`config.mk`:
```
export PLATFORM = sky130hd
export DESIGN_NAME = link_stall_guard
export DESIGN_NICKNAME = d
export VERILOG_FILES = /design/src/rtl/link_stall_guard.sv
export SDC_FILE = /design/constraint.sdc
export NUM_CORES = 1
export LEC_CHECK = 0
export ABC_AREA = 1
export BUFFER_PORTS_ARGS = -buffer_cell sky130_fd_sc_hd__buf_2
export CAP_MARGIN = 10
export CELL_PAD_IN_SITES_DETAIL_PLACEMENT = 2
export CELL_PAD_IN_SITES_GLOBAL_PLACEMENT = 2
export CORE_ASPECT_RATIO = 1.5
export CORE_MARGIN = 1
export CORE_UTILIZATION = 27
export CTS_BUF_LIST = sky130_fd_sc_hd__clkbuf_8
export CTS_CLUSTER_SIZE = 16
export DETAILED_ROUTE_END_ITERATION = 10
export PLACE_DENSITY_LB_ADDON = 0.1
export REMOVE_ABC_BUFFERS = 1
export SLEW_MARGIN = 5
export SYNTH_ARGS = -nofsm -noshare
export SYNTH_HDL_FRONTEND = slang
export SYNTH_SLANG_ARGS = --single-unit
export TNS_END_PERCENT = 50
```
`constraint.sdc`:
```
create_clock -name clk -period 2.55 [get_ports clk]
set_input_delay 0.255 -clock clk [delete_from_list [all_inputs] [get_ports clk]]
set_output_delay 0.255 -clock clk [all_outputs]
set_load 0.01 [all_outputs]
```
`src/rtl/link_stall_guard.sv`:
```
module link_stall_guard #(
  parameter int          SETTLE_CYC  = 250000,
  parameter int          HOLD_CYC    = 312500,
  parameter int          CNT_W       = 8,
  parameter logic [5:0]  STALL_CODE  = 6'h0D,
  parameter logic [15:0] OVRD_ADDR   = 16'h1005,
  parameter int          DATA_EN_BIT = 5,
  parameter int          PLL_EN_BIT  = 3
) (
  input  logic             clk,
  input  logic             rst_n,
  input  logic [31:0]      dbg_lo,
  input  logic [31:0]      dbg_hi,
  input  logic             rx_valid,
  output logic             phy_req,
  output logic             phy_we,
  output logic [15:0]      phy_addr,
  output logic [15:0]      phy_wdata,
  input  logic [15:0]      phy_rdata,
  input  logic             phy_done,
  output logic             stuck,
  output logic [CNT_W-1:0] retries
);
  localparam int TMAX = (SETTLE_CYC > HOLD_CYC) ? SETTLE_CYC : HOLD_CYC;
  localparam int TW   = $clog2(TMAX + 1);
  localparam logic [15:0] MASK = (16'd1 << DATA_EN_BIT) | (16'd1 << PLL_EN_BIT);
  localparam logic [TW-1:0] SETTLE_END = TW'(SETTLE_CYC - 1);
  localparam logic [TW-1:0] HOLD_END   = TW'(HOLD_CYC - 1);

  typedef enum logic [2:0] {
    S_IDLE, S_SETTLE, S_WATCH, S_RD_SET, S_WR_SET, S_HOLD, S_RD_CLR, S_WR_CLR
  } st_t;

  st_t           st;
  logic [TW-1:0] tmr;
  logic [15:0]   shadow;

  wire lnk   = dbg_hi[4];
  wire stall = (dbg_lo[5:0] == STALL_CODE) && !rx_valid;

  always_ff @(posedge clk or negedge rst_n) begin
    if (!rst_n) begin
      st      <= S_IDLE;
      tmr     <= '0;
      shadow  <= '0;
      retries <= '0;
    end else begin
      case (st)
        S_IDLE:   if (lnk) begin st <= S_SETTLE; tmr <= '0; end
        S_SETTLE: if (!lnk) st <= S_IDLE;
                  else if (tmr == SETTLE_END) st <= S_WATCH;
                  else tmr <= tmr + 1'b1;
        S_WATCH:  if (!lnk) st <= S_IDLE;
                  else if (stall) st <= S_RD_SET;
        S_RD_SET: if (phy_done) begin shadow <= phy_rdata | MASK; st <= S_WR_SET; end
        S_WR_SET: if (phy_done) begin
                    st  <= S_HOLD;
                    tmr <= '0;
                    if (retries != {CNT_W{1'b1}}) retries <= retries + 1'b1;
                  end
        S_HOLD:   if (tmr == HOLD_END) st <= S_RD_CLR;
                  else tmr <= tmr + 1'b1;
        S_RD_CLR: if (phy_done) begin shadow <= phy_rdata & ~MASK; st <= S_WR_CLR; end
        S_WR_CLR: if (phy_done) st <= S_IDLE;
        default:  st <= S_IDLE;
      endcase
    end
  end

  assign phy_req   = (st == S_RD_SET) || (st == S_WR_SET) || (st == S_RD_CLR) || (st == S_WR_CLR);
  assign phy_we    = (st == S_WR_SET) || (st == S_WR_CLR);
  assign phy_addr  = OVRD_ADDR;
  assign phy_wdata = shadow;
  assign stuck     = (st >= S_RD_SET);

  p_req_hold_r8: assert property (@(posedge clk) disable iff (!rst_n)
    phy_req && !phy_done |=> phy_req && $stable(phy_we) && $stable(phy_wdata));

  p_req_in_pulse_r8: assert property (@(posedge clk) disable iff (!rst_n)
    phy_req |-> stuck);

  p_addr_r5: assert property (@(posedge clk) disable iff (!rst_n)
    phy_req |-> phy_addr == OVRD_ADDR);

  p_stuck_cause_r4: assert property (@(posedge clk) disable iff (!rst_n)
    $rose(stuck) |-> $past(lnk) && $past(dbg_lo[5:0] == STALL_CODE) && !$past(rx_valid));

  p_retry_step_r9: assert property (@(posedge clk) disable iff (!rst_n)
    retries != $past(retries) |-> retries == $past(retries) + 1'b1);
endmodule

```
Word-level counts from Yosys, hierarchy flattened:

Index checks and enable logic that the tools add are counted.

* output and inout bits: 43
* input bits: 84
* bits in registers: 46

* equal/unequal tests: 22
* reductions and logical operators: 13
* $add $sub $neg: 2
* multiplexer cells: 20
* $lt $le $gt $ge: 1

Operators by type and width (number)
* 19-bit 2-to-1 mux: 5
* 19-bit one-hot mux with 4 select lines: 1
* 16-bit 2-to-1 mux: 2
* 16-bit one-hot mux with 2 select lines: 1
* 3-bit 2-to-1 mux: 10
* 3-bit one-hot mux with 8 select lines: 1
* 19-bit by 1-bit adder with 19-bit output (second input constant): 1
* 19-bit by 18-bit == test with 1-bit output (second input constant): 1
* 19-bit == test (second input constant): 1
* 2-bit != test (second input constant): 9
* 3-bit == test (second input constant): 4
* 8-bit by 1-bit adder with 8-bit output (second input constant): 1
* 8-bit != test (second input constant): 1
* 8-bit AND reduction: 1
* 3-bit by 2-bit == test with 1-bit output (second input constant): 2
* 6-bit by 4-bit == test with 1-bit output (second input constant): 1
* 3-bit != test (second input constant): 2
* 3-bit AND reduction: 2
* 6-bit AND reduction: 1
* 1-bit logical OR: 4
* 4-bit nonzero test: 1
* 3-bit by 1-bit == test with 1-bit output (second input constant): 1
* 3-bit by 2-bit >= comparator with 1-bit output (second input constant): 1
* 3-bit logical NOT: 1
* other kinds (3): 3

Depth between registers and ports, before layout:

Gate-level depths: netlist (run 1).

* depth in word-level cells: 5
* gate-level depth with buffers: 12
* depth with buffers taken out: 11

Worst setup path before layout (run 1):

Ideal clock, no wire load.

* kind: reg2reg
* from: reg tmr[0]
* to: reg tmr[7]
* arrival: 1.527 ns
* path slack: 0.959 ns
* buffers on the path: 1
* stages on the path, launching flop included: 13
* path through: dfrtp_1 -> ha_1 -> inv_1 -> nor2_1 -> nand2_1 -> nor2_1 -> nand3_1 -> nor2_1 -> nor2_2 -> nand2_4 -> buf_6 -> nand2_1 -> nand2_1

* cells in the longest elaborated chain, start to end: 4

Ends and longest elaborated chain
* start: declaration: RTL line 35 `logic [TW-1:0] tmr;`
* start signal: assignment: RTL line 52 `else tmr <= tmr + 1'b1;`
* start signal: assignment: RTL line 62 `else tmr <= tmr + 1'b1;`
* 19-bit by 1-bit adder with 19-bit output: RTL line 52, 62
* 19-bit 2-to-1 mux: RTL line 51 `else if (tmr == SETTLE_END) st <= S_WATCH;`
* 19-bit 2-to-1 mux: RTL line 50 `S_SETTLE: if (!lnk) st <= S_IDLE;`
* 19-bit one-hot mux with 4 select lines: RTL line 48 `case (st)`

Parallel ways exist; a longest one is shown, timed or not. The select of a mux whose other input is x is not followed.
A chain may end at the register's enable or synchronous reset.

Worst setup path in the final report (run 1):

* from: reg tmr[0]
* to: reg tmr[1]

Same word-level chain as after synthesis.

==> reports/metrics.cfg, run 1 <==
[sta]
finalSetupTns_ns = 0
fmax_mhz = 504
final.period_utilization = 0.778
finalMaxSlewViolations = 0
finalHoldViolCount = 0
rsz0062_at_grt = false
worst_clock_skew_ns = 0.00369
period_needed_ns = 1.98
setup_viol = 0

[die]
floorplan.die.width_um = 85.8
std_cell_rows = 45
overall_die_area_um2 = 10900
core-area_um2 = 10200
effective_utilization_at_floorplan = 0.279
ioPinCount = 127
die-height_um = 128

[clock_tree]
cts_num_sinks = 45
clock_transition_time_at_the_flip_flop_clock_pins_of_the_worst_setup_and_hold_paths_ns = 0.10
cts_buffers = 5
cts-root-to-sink-buffers = 2
cts-root-buf = clkbuf_8
h-tree-depth = 2
cts_tree = done
clk_latency_ns = 0.32

[critical_path]
worst_path_largest_cell_delay_ns = 0.49
startpoint_type = register
critical_path_cell_by_cell = ha_1, inv_1, nor2_1, nand2_1, nor2_1, nand3_1, nor2_1, nor2_2, nand2_4, nand2_1, nand2_1
crit_fanout = 19
cp_top_family = simple AND/OR/NAND/NOR gates
required_time_reported_for_the_critical_path_endpoint_ns = 2.82
timing.reg2reg.setup_slack_ns = 0.57
critPathKind = reg -> reg
worst_path_arrival_time_ns = 2.25
end_kind = register
cp.buffers_inverters = 1
worst_path_max_delay_cell = dfrtp_1

[detailed_routing]
wirelength_mm = 8.91
drc = 0
drt-wirelength-per-cell_um = 14.7
routed-via-count = 2765
ant_nets = 0
vias_per_cell = 4.56
first_pass_iters = 4
drt_first_iter_violations = 27

[layout]
finish.instance_area_um2 = 3280
drive_gt1_frac = 0.163
final_core_util = 0.322
layout.nets = 551
synthToLayoutAreaGrowth_pct = 15.6
diodes = 0

[synthesis]
synth-main-ff-cell = dfrtp_1
yosys.area.top_type_share = 0.396
syn-cell-area_um2 = 2840
syn-instance-count = 416
number_of_enable_flip_flop_cells_after_synthesis = 0
register_bit_count_reported_by_yosys = 45
distinct_cell_type_count_of_the_synthesized_netlist = 28
yosys_warnings = 0
synthArstFlopShare = 1.00
cell_types_with_the_largest_area_share_after_synthesis = dfrtp_1 (40%), nand2_1 (24%), nor2_1 (8.1%), buf_4 (4.5%), nand3_1 (4.2%)
synth_area_leader_cell = dfrtp_1
synth_sequential_area_ratio = 0.396
post_synth.cell_area_avg_um2 = 6.83

[placement]
dpl-instance-area_um2 = 3160
io_buffers = 51
detailed_placement_wirelength_estimate_mm = 6.89
place_congestion = 0.790

[pwr]
power.share.clock = 0.210
combinationalPowerShare = 0.422
total_power_uw = 2890
seq_power_share = 0.368
power.ir.vdd_worst_mv = 0.224
power.switching_uw = 1300
p_per_area_nw_per_um2 = 879
netSwitchingFraction = 0.450
cellInternalPower_uw = 1590
power_leakage_uw = 0.00167

[hold_path]
holdCritPathClass = in -> reg

[global_routing]
globalRouteOverflowTotal = 0
initial_antenna_violation_count = 0
grt.total_usage = 0.174
first_global_vias = 3029
grt_pass1_wl_mm = 14.8
grt_max_degree = 32

[job]
cap_violations = 0

[status]
outcome = finished, final reports clean

-- layout by cell type, fill, tap and decap left out, types with 2 or more instances in the layout --
cell type  synthesis  final
dfrtp_1           45     45
nand3_1           24     24
o21ai_0            2      2
conb_1             2     16
xnor2_1            4      4
buf_2              7     51
nand2_1          179    179
inv_1             20     20
buf_4             17      2
nor2_2             2      2
nand4_1            7      7
a21oi_1            6      6
nor3_2             2      2
xor2_1            11     11
nand2_2            2      2
nor3_1             7      7
clkbuf_8           0      5
nor2_1            61     61
inv_2              6      6
ha_1               2      2
-- worst paths after layout --
path / start / to / cells after the start
worst min-delay path: phy_rdata[2] / phy_wdata[2]$_DFFE_PN0P_ / 3
max in group asynchronous: rst_n / tmr[8]$_DFFE_PN0P_ / 3
worst max-delay path: tmr[0]$_DFFE_PN0P_ / tmr[1]$_DFFE_PN0P_ / 11
worst max register to register: tmr[0]$_DFFE_PN0P_ / tmr[1]$_DFFE_PN0P_ / 11
worst min register to register: phy_wdata[6]$_DFFE_PN0P_ / phy_wdata[6]$_DFFE_PN0P_ / 2
min in group asynchronous: rst_n / phy_wdata[14]$_DFFE_PN0P_ / 2
-- cell families (layout without fill, tap and decap cells) --
| family | Yosys count | after routing | synth area share |
|---|---|---|---|
| buf+inv | 52 | 88 | 0.0995 |
| flops | 45 | 45 | 0.396 |
| fa+ha+maj | 2 | 2 | 0.00881 |
| other cells | 2 | 16 | 0.00264 |
| compound gates | 11 | 11 | 0.0251 |
| simple gates | 289 | 289 | 0.421 |
| xor+xnor | 15 | 15 | 0.0462 |
-- metal layers --
metal  GRT usage  vias up  share of wire
met4      0.0559        0          0.017
met2       0.352       40           0.57
met1       0.180     1369           0.39
li1            -     1346              -
met5           0        -              0
met3      0.0220       10          0.022
-- worst reg2reg max path, stage by stage, from the launching register on --
cell     delay, ns
dfrtp_1       0.49
ha_1          0.28
inv_1         0.10
nor2_1        0.18
nand2_1       0.07
nor2_1        0.13
nand3_1       0.11
nor2_1        0.13
nor2_2        0.06
nand2_4       0.21
nand2_1       0.10
nand2_1       0.07
-- area by class of cell --
cell class	instances	area (µm²)
clock buffer	5	68.8
clock inverter	3	50.0
fill	1269	6910
inverter	26	97.6
multi-input combinational	333	1490
sequential	45	1130
tap	141	176
timing repair buffer	54	280
-- state kept, by name (all words and copies together), names as in the netlist --
name and count:
tmr 19, st 3, phy_wdata 15, retries 8
-- timing repair --
item                                    4_1_cts  5_1_grt
setup buffers                                 0        0
endpoints found under the hold margin        14        0
endpoints found under the setup margin        0        0
hold buffers                                  1        0
gates resized for setup                       0        0
-- stage by stage --
| stage | hold slack, ns | instances | setup WS, ns |
|---|---|---|---|
| finish | 0.129 | 607 | 0.567 |
| global route | 0.128 | 607 | 0.287 |
| CTS | 0.115 | 607 | 0.511 |
| detailed placement | 0.186 | 598 | 0.536 |
| global placement | 0.186 | 598 | 0.566 |
| floorplan | -0.0406 | 404 | 0.906 |
-- cell usage after synthesis (4+ instances only) --
| library cell | number |
|---|---|
| nand2_1 | 179 |
| nor2_1 | 61 |
| dfrtp_1 | 45 |
| nand3_1 | 24 |
| inv_1 | 20 |
| buf_4 | 17 |
| xor2_1 | 11 |
| buf_2 | 7 |
| nand4_1 | 7 |
| nor3_1 | 7 |
| a21oi_1 | 6 |
| inv_2 | 6 |
| xnor2_1 | 4 |
-- power by group through the flow --
| stage | clock network [µW] | logic (µW) | registers, µW |
|---|---|---|---|
| floorplan | 0 | 688 | 1120 |
| global placement | 0 | 1240 | 1070 |
| detailed placement | 0 | 1270 | 1080 |
| CTS | 629 | 1270 | 1070 |
| global route | 648 | 1390 | 1090 |
| finish | 607 | 1220 | 1060 |
Note: power is estimated with default switching activity, not from simulation.
==> run 2, diff against run 1 <==
- CORE_UTILIZATION: 27 -> 25
- clock period: 2.55 -> 1.9 ns (I/O delays scaled with it)
==> run 2 against run 1 <==
  * The flow now finishes with violations (hold timing)
  * Combinational power increased by 52%
  * Utilization decreased by 1.2 points
  * Die area increased by 7.8%
  * Critical path depth decreased by 1
  * First-iteration DRC count increased by 7.4%
  * Non-clock buffer count increased by 14
  * Via count increased by 1.7%
  * Count of clock-buffer cells in the layout unchanged
  * Critical path type unchanged
  * Largest power group unchanged
==> reports/metrics.cfg, run 2 (synthesis results as in run 1) <==
[pwr]
power_leakage_uw = 0.00174
p_per_area_nw_per_um2 = 1190
power.ir.vdd_worst_mv = 0.307

[clock_tree]
cts_num_sinks = 45
cts_buffers = 5
clock_transition_time_at_the_flip_flop_clock_pins_of_the_worst_setup_and_hold_paths_ns = 0.10
cts-root-to-sink-buffers = 2
h-tree-depth = 2
cts-root-buf = clkbuf_8
clk_latency_ns = 0.31
cts_tree = done

[detailed_routing]
drt-wirelength-per-cell_um = 14.9
routed-via-count = 2812
first_pass_iters = 4
wirelength_mm = 9.33
ant_nets = 0
drt_first_iter_violations = 29
drc = 0
vias_per_cell = 4.48

[global_routing]
globalRouteOverflowTotal = 0
grt.total_usage = 0.168
grt_pass1_wl_mm = 15.1
grt_max_degree = 46
first_global_vias = 2990
initial_antenna_violation_count = 0

[sta]
rsz0062_at_grt = false
final.period_utilization = 0.918
finalSetupTns_ns = 0
fin_worst_hold_slack_ns = -0.0432
setup_viol = 0
least_margin_pin_slew_ns = 0.649
period_needed_ns = 1.74
worst_clock_skew_ns = 0.00506
finalMaxSlewViolations = 0
finalHoldViolCount = 32
timing.max_slew.rel_slack = 0.567
fmax_mhz = 573

[layout]
drive_gt1_frac = 0.200
regMostFlops = tmr
flip_flop_count_of_the_largest_register_after_layout = 19
diodes = 0
mostFrequentLayoutCells = nand2_1 (179), nor2_1 (58), buf_2 (51)
layout.nets = 565
fillerInstances = 1444
finish.instance_area_um2 = 3430
layout.cells.most_common = nand2_1
synthToLayoutAreaGrowth_pct = 20.6

[critical_path]
crit_fanout = 5
worst_path_largest_cell_delay_ns = 0.40
end_kind = register
critical_path_cell_by_cell = ha_2, inv_1, nor2_2, nand2_1, nor2_2, nand3_1, nand2_1, nand3_1, nand2_1, nand2_1
startpoint_type = register
required_time_reported_for_the_critical_path_endpoint_ns = 2.11
worst_path_arrival_time_ns = 1.95
critPathKind = reg -> reg
timing.reg2reg.setup_slack_ns = 0.16
crit_path_frequent_cell = nand2_1
worst_path_max_delay_cell = dfrtp_1

[job]
cap_violations = 0

[status]
failed_checks = hold timing
outcome = complete, but fails checks

[die]
core-area_um2 = 11100
ioPinCount = 127
effective_utilization_at_floorplan = 0.257
floorplan.die.width_um = 89.0
overall_die_area_um2 = 11800
die-height_um = 133
std_cell_rows = 47

[placement]
dpl-instance-area_um2 = 3300
place_congestion = 0.756
detailed_placement_wirelength_estimate_mm = 7.17
io_buffers = 51

[hold_path]
holdCritPathClass = in -> async

[run 2: cell count changes in the layout (fill, tap and decap cells not counted), sizes merged]
cell / previous run / this run
buf: 53 / 68
clkinvlp: 0 / 1
dlygate4sd3: 1 / 0
inv: 27 / 26
[run 2: worst paths after layout]
check                                         start                  endpoint  depth (start not counted)
setup / recovery                 tmr[1]$_DFFE_PN0P_         st[1]$_DFFE_PN0P_                         10
hold / removal                                rst_n  phy_wdata[4]$_DFFE_PN0P_                          2
setup reg to reg                 tmr[1]$_DFFE_PN0P_         st[1]$_DFFE_PN0P_                         10
hold reg to reg            phy_wdata[0]$_DFFE_PN0P_  phy_wdata[0]$_DFFE_PN0P_                          2
max in group asynchronous                     rst_n        tmr[6]$_DFFE_PN0P_                          2
min in group clk                       phy_rdata[1]  phy_wdata[1]$_DFFE_PN0P_                          3
[run 2: what timing repair did]
item / in CTS / in global routing
setup endpoints to repair: 0 / 22
resized for setup: 0 / 5
hold buffers: 0 / 0
buffers inserted: 0 / 0
[run 2: layout make-up]
cell class | instances | area, µm² | share of cell area
clock inverter | 3 | 46.3 | 0.0135
timing repair buffer | 68 | 408 | 0.119
multi-input combinational | 333 | 1500 | 0.436
clock buffer | 5 | 68.8 | 0.0201
inverter | 26 | 97.6 | 0.0285
sequential | 45 | 1130 | 0.329
tap | 147 | 184 | 0.0537
[run 2: where the power goes]
| group | total [µW] | internal, µW | switching (µW) | leakage (µW) |
|---|---|---|---|---|
| clock | 790 | 395 | 395 | 0.0000543 |
| sequential | 1420 | 1200 | 223 | 0.000590 |
| combinational | 1860 | 692 | 1170 | 0.00109 |
[run 2: layer usage]
metal	wire (µm)	vias to the layer above	global-route usage	share of wire
met1	3590	1382	0.177	0.38
met4	195	0	0.0503	0.021
met5	0	-	0	0
met2	5250	43	0.331	0.56
met3	292	13	0.0250	0.031
li1	-	1374	-	-
[run 2: per-stage QoR]
stage                     utilization  total power [µW]  cells  worst slack, ns  hold slack, ns
after floorplan                     -              2430    404            0.256          -0.106
after global placement          0.299              3300    619            0.147           0.345
after detailed placement        0.299              3370    619           0.0712           0.364
after CTS                       0.309              4190    627           0.0312         0.00640
after global routing            0.310              4420    627          0.00778          0.0139
final                           0.310              4070    627            0.156         -0.0432
[run 2: critical path, delay by kind of cell (launching register included)]
kind | cells | cell delay (ns)
AND/OR/NAND/NOR | 8 | 0.94
flip-flops | 1 | 0.40
adder cells (fa/ha/maj) | 1 | 0.23
buffers and inverters | 1 | 0.07
